**src/rtl/irq_pending_unit.sv**
```systemverilog
module irq_pending_unit #(
  parameter int NLEV = 8,
  parameter int IDXW = 4,
  parameter int CNTW = 32
) (
  input  logic                    clk,
  input  logic                    rst,
  input  logic                    post_stb,
  input  logic [IDXW-1:0]         post_idx,
  input  logic                    clr_stb,
  input  logic [IDXW-1:0]         clr_idx,
  input  logic                    clr_all,
  input  logic                    glob_en,
  input  logic                    err_lvl,
  input  logic                    exc_lvl,
  input  logic [NLEV-1:0]         irq_mask,
  input  logic [CNTW-1:0]         count_val,
  input  logic [CNTW-1:0]         compare_val,
  input  logic [$clog2(NLEV)-1:0] timer_sel,
  output logic [NLEV-1:0]         pending,
  output logic                    irq_req,
  output logic                    index_err
);
  localparam int SELW = $clog2(NLEV);

  logic post_ok, clr_ok, post_bad, clr_bad, timer_hit, qual_ok;
  logic [NLEV-1:0] post_m, clr_m, tmr_m, pend_nx;

  assign post_ok   = post_stb && (32'(post_idx) < NLEV);
  assign clr_ok    = clr_stb  && (32'(clr_idx)  < NLEV);
  assign post_bad  = post_stb && !post_ok;
  assign clr_bad   = clr_stb  && !clr_ok;
  assign timer_hit = (count_val == compare_val) && (count_val != '0);
  assign qual_ok   = glob_en && !err_lvl && !exc_lvl;

  assign post_m  = post_ok   ? (NLEV'(1) << post_idx)  : '0;
  assign clr_m   = clr_ok    ? (NLEV'(1) << clr_idx)   : '0;
  assign tmr_m   = timer_hit ? (NLEV'(1) << timer_sel) : '0;
  assign pend_nx = clr_all ? '0 : ((pending & ~clr_m) | post_m | tmr_m);

  always_ff @(posedge clk) begin
    if (rst) begin
      pending   <= '0;
      irq_req   <= 1'b0;
      index_err <= 1'b0;
    end else begin
      pending   <= pend_nx;
      irq_req   <= qual_ok && |(irq_mask & pending);
      index_err <= post_bad || clr_bad;
    end
  end

  assert_clear_all_R4: assert property (@(posedge clk) disable iff (rst)
    clr_all |=> (pending == '0));

  assert_post_sets_R2: assert property (@(posedge clk) disable iff (rst)
    (post_ok && !clr_all) |=> pending[$past(post_idx[SELW-1:0])]);

  assert_bad_index_stable_R5: assert property (@(posedge clk) disable iff (rst)
    (post_bad && !clr_stb && !clr_all && !timer_hit) |=> $stable(pending));

  assert_err_cause_R5: assert property (@(posedge clk) disable iff (rst)
    index_err |-> $past(post_stb || clr_stb));

  assert_timer_sets_R6: assert property (@(posedge clk) disable iff (rst)
    (timer_hit && !clr_all) |=> pending[$past(timer_sel)]);

  assert_gate_R7: assert property (@(posedge clk) disable iff (rst)
    (!glob_en || err_lvl || exc_lvl) |=> !irq_req);

  assert_no_pending_R8: assert property (@(posedge clk) disable iff (rst)
    (pending == '0) |=> !irq_req);
endmodule

```
**config.mk**
```make
export PLATFORM = sky130hd
export DESIGN_NAME = irq_pending_unit
export DESIGN_NICKNAME = d
export VERILOG_FILES = /design/src/rtl/irq_pending_unit.sv
export SDC_FILE = /design/constraint.sdc
export NUM_CORES = 1
export LEC_CHECK = 0
export BUFFER_PORTS_ARGS = -buffer_cell sky130_fd_sc_hd__buf_4
export CAP_MARGIN = 20
export CELL_PAD_IN_SITES_DETAIL_PLACEMENT = 0
export CELL_PAD_IN_SITES_GLOBAL_PLACEMENT = 2
export CORE_UTILIZATION = 19
export DETAILED_ROUTE_END_ITERATION = 8
export PLACE_DENSITY = 0.88
export SLEW_MARGIN = 20
export SYNTH_ARGS = -nofsm -noshare
export SYNTH_HDL_FRONTEND = slang
export SYNTH_SLANG_ARGS = --single-unit
```
**constraint.sdc**
```tcl
create_clock -name clk -period 2.61 [get_ports clk]
set_clock_uncertainty 0.1 [all_clocks]
set_input_delay 0 -clock clk [delete_from_list [all_inputs] [get_ports clk]]
set_output_delay 0 -clock clk [all_outputs]
set_load 0.01 [all_outputs]
```
* Word level (Yosys, flattened, before mapping)
Cells that the tools add are included.
** Operators by class
- Magnitude comparators :: 2
- Reduce and logical (&&, ||, !) cells :: 16
- Equality and inequality tests :: 1
- Multiplexer cells :: 3
- Shift-type cells :: 3
- Bitwise operators :: 5
** Operators by type and width (number)
- $eq 32x32->1 :: 1
- $reduce_bool 32->1 :: 1
- $mux 8 :: 3
- $and 8x8->8 :: 2
- $or 8x8->8 :: 2
- $shl 1x4->8 const A :: 2
- $logic_and 1x1->1 :: 8
- $lt 4x4->1 const B :: 2
- $not 8->8 :: 1
- $reduce_or 8->1 :: 1
- $shl 1x3->8 const A :: 1
- $logic_not 1->1 :: 4
- $reduce_or 2->1 :: 1
- $logic_or 1x1->1 :: 1
** Storage, ports and cells
- Output and inout bits :: 10
- Word-level logic and storage cells :: 33
- Register bits :: 10
- Input port bits :: 91

* Logic depth before layout (Yosys ltp)
- Depth after elaboration :: 7
- Mapped depth :: 5
- Mapped depth without buffers :: 5

* Least setup slack after synthesis
Ideal clock, no wire load.
- Path type :: input to register
- Start point :: in clr_idx[2]
- End point :: reg pending[0]
- Data arrival time :: 878 ps
- Path buffers :: 0
- Setup slack :: 1514 ps
- Stages :: 4
- Data required time :: 2393 ps
- Library setup time :: 117 ps
- Cell sequence :: or3b_1 -> o31ai_1 -> o31ai_1 -> a32o_1
** Between the ends
- Cells in the longest elaborated chain, start to end :: 7
- Elaborated cells between the ends (all ways) :: 8
- Those cells by class :: order compare: 1; shift: 1; mux: 1; bitwise: 4; reduce/logical: 1
** Ends and longest elaborated chain
- start, declared :: RTL line 11 : input logic [IDXW-1:0] clr_idx,
- $lt 4x4->1 :: RTL line 30 : assign clr_ok = clr_stb && (32'(clr_idx) < NLEV);
- $logic_and 1x1->1 :: RTL line 30
- $mux 8 * :: RTL line 37 : assign clr_m = clr_ok ? (NLEV'(1) << clr_idx) : '0;
- $not 8->8 * :: RTL line 39 : assign pend_nx = clr_all ? '0 : ((pending & ~clr_m) | post_m | tmr_m);
- $and 8x8->8 * :: RTL line 39
- $or 8x8->8 * (2 in a row) :: RTL line 39
- end signal, assigned :: RTL line 47 : pending <= pend_nx;
- end, declared :: RTL line 20 : output logic [NLEV-1:0] pending,
Mark *: on every way between the ends. The rest lies on a longest branch, timed or not.
A chain may end at the register's enable or synchronous reset.

==> metrics.log <==
[metrics] outcome: finished clean
[metrics] post-synthesis sequential element count: 10
[metrics] largest net degree at the start of global routing: 9
[metrics] Port Buffers: 100
[metrics] Mapped Cells: 119
[metrics] slew of the pin with the lowest slew margin: 501 ps
[metrics] maximum vdd drop: 115 uV
[metrics] top cells by area in the synthesized netlist: sky130_fd_sc_hd__dfxtp_1 19%, sky130_fd_sc_hd__xnor2_1 14%, sky130_fd_sc_hd__xor2_1 14%, sky130_fd_sc_hd__a32o_1 7.8%, sky130_fd_sc_hd__nor4_1 6.1%
[metrics] mux contribution to synthesized area: 0
[metrics] x dimension of the die: 75.6 microns
[metrics] sequential area share after synthesis: 0.194
[metrics] final antenna diode count: 0
[metrics] total setup buffers inserted after CTS: 0
[metrics] number of sinks handled by clock tree synthesis: 10
[metrics] post-route ant nets: 0
[metrics] final total negative setup slack: 0 ps
[metrics] Residual DRC: 0
[metrics] fraction of final layout cells with drive strength greater than 1: 0.491
[metrics] dominant synthesized flop cell: sky130_fd_sc_hd__dfxtp_1
[metrics] Post-Syn Area: 1030 sq um
[metrics] Initial Utilization: 0.199
[metrics] max-slew violation count: 0
[metrics] total gr overflow: 0
[metrics] biggest cell delay along the critical path: 590 ps
[metrics] top cell type's share of synthesized area: 0.194
[metrics] most frequent cell on the critical path: sky130_fd_sc_hd__dlygate4sd3_1
[metrics] clock tree from TritonCTS: built
[metrics] num rows: 26
[metrics] count of hold-fix buffers inserted at cts: 5
[metrics] commonest cells in the synthesized netlist: 16 x sky130_fd_sc_hd__xnor2_1, 16 x sky130_fd_sc_hd__xor2_1, 12 x sky130_fd_sc_hd__o21ai_0
[metrics] area growth from synthesis to final layout: 89.9%
[metrics] fraction of the mapped netlist area in compound gates: 0.210
[metrics] Tmin final: ~2500 ps
[metrics] fmax: between 0.3 and 0.4 GHz
[metrics] area taken by flip-flops and latches: 200 sq um
[metrics] kind of start point of the critical path: input port
[metrics] final hold vios: 0
[metrics] ordered cell list for the critical path: dlygate4sd3_1 -> buf_4 -> or4b_2 -> dlygate4sd3_1 -> a31oi_1 -> dlygate4sd3_1
[metrics] clock latency reported for the late side of the worst-skew pair: about 230 ps
[metrics] buffer levels on the longest clock path: 2
[metrics] count of buffer and inverter cells on the critical path: 4
[metrics] leakage power total: 0.823 nW
[metrics] area leader, netlist: sky130_fd_sc_hd__dfxtp_1
[metrics] die area: 5720 sq um
[metrics] biggest fanout along the worst timing path: 4
[metrics] wire length per cell: between 10 and 15 microns
[metrics] multi-input logic area: 822 sq um
[metrics] register-to-register setup slack: 840 ps
[metrics] count of flip-flops with a built-in enable after synthesis: 0
[metrics] CP arrival: 2600 ps
[metrics] post-cts sizing count: 0
[metrics] mean post-synth cell area: between 8 and 9 sq um
[metrics] library cells used by synthesis: 27
[metrics] required time at the endpoint of the critical path: about 2700 ps
[metrics] wire length of the first global-routing pass: 5820 microns
[metrics] overall global routing resource usage: 0.135
[metrics] CP max-delay cell: sky130_fd_sc_hd__or4b_2
[metrics] gate family responsible for the most delay along the worst path: buffers and inverters
[metrics] via density per instance: approximately 4.6
[metrics] Fill cells: roughly 560
[metrics] type of the worst min-delay path: in -> reg
[metrics] setup slack of the critical path after layout: 75.1 ps
[metrics] height of the die: 75.6 microns
[metrics] clock transition at the registers of the reported paths: 40 ps
[metrics] worst slack, placed: about 1200 ps
[metrics] H-tree levels: 1
[metrics] critical path start-end classification: in -> reg
[metrics] RSZ-0062 raised after global routing: false
[metrics] count of warnings emitted by yosys: 0
[metrics] number of maximum-capacitance violations: 0
[metrics] fraction of the mapped netlist area in adder cells: 0
[metrics] TritonCTS Buffers: 3
[metrics] Detailed Routing Iterations Pass 1: 4
[metrics] largest family of logic cells by synthesized area: simple AND/OR/NAND/NOR gates
[metrics] routability cong.: 0.799
[metrics] total core area: 5170 sq um
[metrics] via count of the first global-routing pass: 1362
[metrics] net total in the final layout: around 320
[metrics] final WL: 3810 microns
[metrics] Critical Path End Type: flip-flop
[metrics] total power per unit cell area: 268 nW/um^2
[metrics] clock root buffer: sky130_fd_sc_hd__clkbuf_8
[metrics] antenna violations before repair: 0
[metrics] xor and xnor fraction of the mapped netlist area: 0.272
[metrics] ratio of final minimum period to clock period: 0.971
[metrics] simple logic cell fraction of the synthesized area: 0.316
[metrics] worst slew slack as a fraction of its limit: 0.665
[metrics] detailed router's first-iteration violation count: 24
[metrics] fraction of registers with async set/reset: 0
[metrics] total of endpoints with negative setup slack in the final report: 0
[metrics] I/O pins: 101
[metrics] number of nets in the synthesized netlist: 210
[metrics] vias after detailed routing: around 1400
## state kept, by name, summed over array words and instances (netlist names)
name	flops
index_err	1
pending	8
irq_req	1
## path summary, 6_finish.rpt
check,start,to,cells past startpoint
worst max-delay path,rst,irq_req,6
worst min-delay path,clr_idx[1],pending[4],4
worst max register to register,pending[0],irq_req,4
worst min register to register,pending[5],pending[5],3
## power breakdown
| part | internal [mW] | switching (mW) |
|---|---|---|
| registers | 0.155 | 0.00106 |
| clock network | 0.100 | 0.0530 |
| logic | 0.133 | 0.0815 |
| total | 0.388 | 0.136 |
## cell usage in the layout, fill, tap and decap left out, types with 4 or more instances in the layout
master,netlist,final
sky130_fd_sc_hd__buf_4,0,100
sky130_fd_sc_hd__xor2_1,16,16
sky130_fd_sc_hd__xnor2_1,16,16
sky130_fd_sc_hd__o21ai_0,12,12
sky130_fd_sc_hd__nor4_1,10,10
sky130_fd_sc_hd__dfxtp_1,10,10
sky130_fd_sc_hd__a32o_1,8,8
sky130_fd_sc_hd__nand4_1,7,7
sky130_fd_sc_hd__dlygate4sd3_1,0,5
sky130_fd_sc_hd__nor4_2,4,4
sky130_fd_sc_hd__nor4b_1,4,4
sky130_fd_sc_hd__o31ai_1,4,4
sky130_fd_sc_hd__nand2b_1,4,4
## metrics by stage
step           cells  power, mW   util  hold slack, ps  area (sq um)
6_report         296      0.524  0.378            83.0          1960
2_1_floorplan    119      0.229      -           -27.6          1030
4_1_cts          296      0.530  0.378            71.3          1960
3_5_place_dp     288      0.370  0.360            99.9          1860
5_1_grt          296      0.555  0.378             101          1960
3_3_place_gp     288      0.369  0.360            96.8          1860
## worst reg2reg max path: stages (launching register included)
cell,delay [ps]
sky130_fd_sc_hd__dfxtp_1,330
sky130_fd_sc_hd__a22o_1,210
sky130_fd_sc_hd__a221oi_1,280
sky130_fd_sc_hd__a31oi_1,150
sky130_fd_sc_hd__dlygate4sd3_1,580
## final cells by class
type / instances / area share
timing repair buffer: 105 / 0.409
tap: 70 / 0.0448
inverter: 1 / 0.00192
sequential: 10 / 0.102
multi-input combinational: 107 / 0.420
clock buffer: 3 / 0.0211
## metal layers
metal,GRT usage,share of wire,up-vias
li1,-,-,688
met1,0.148,0.42,598
met2,0.262,0.50,61
met3,0.0251,0.072,4
met4,0.0391,0.0092,0
met5,0,0,-
## cell families (layout without fill, tap and decap cells)
logic type / Yosys count / count (layout)
DFF: 10 / 10
AOI/OAI and AO/OA: 30 / 30
and+or+nand+nor: 45 / 45
xor gates and xnor gates: 32 / 32
buffers and inverters: 2 / 109
Note: power is estimated with default switching activity, not from simulation.
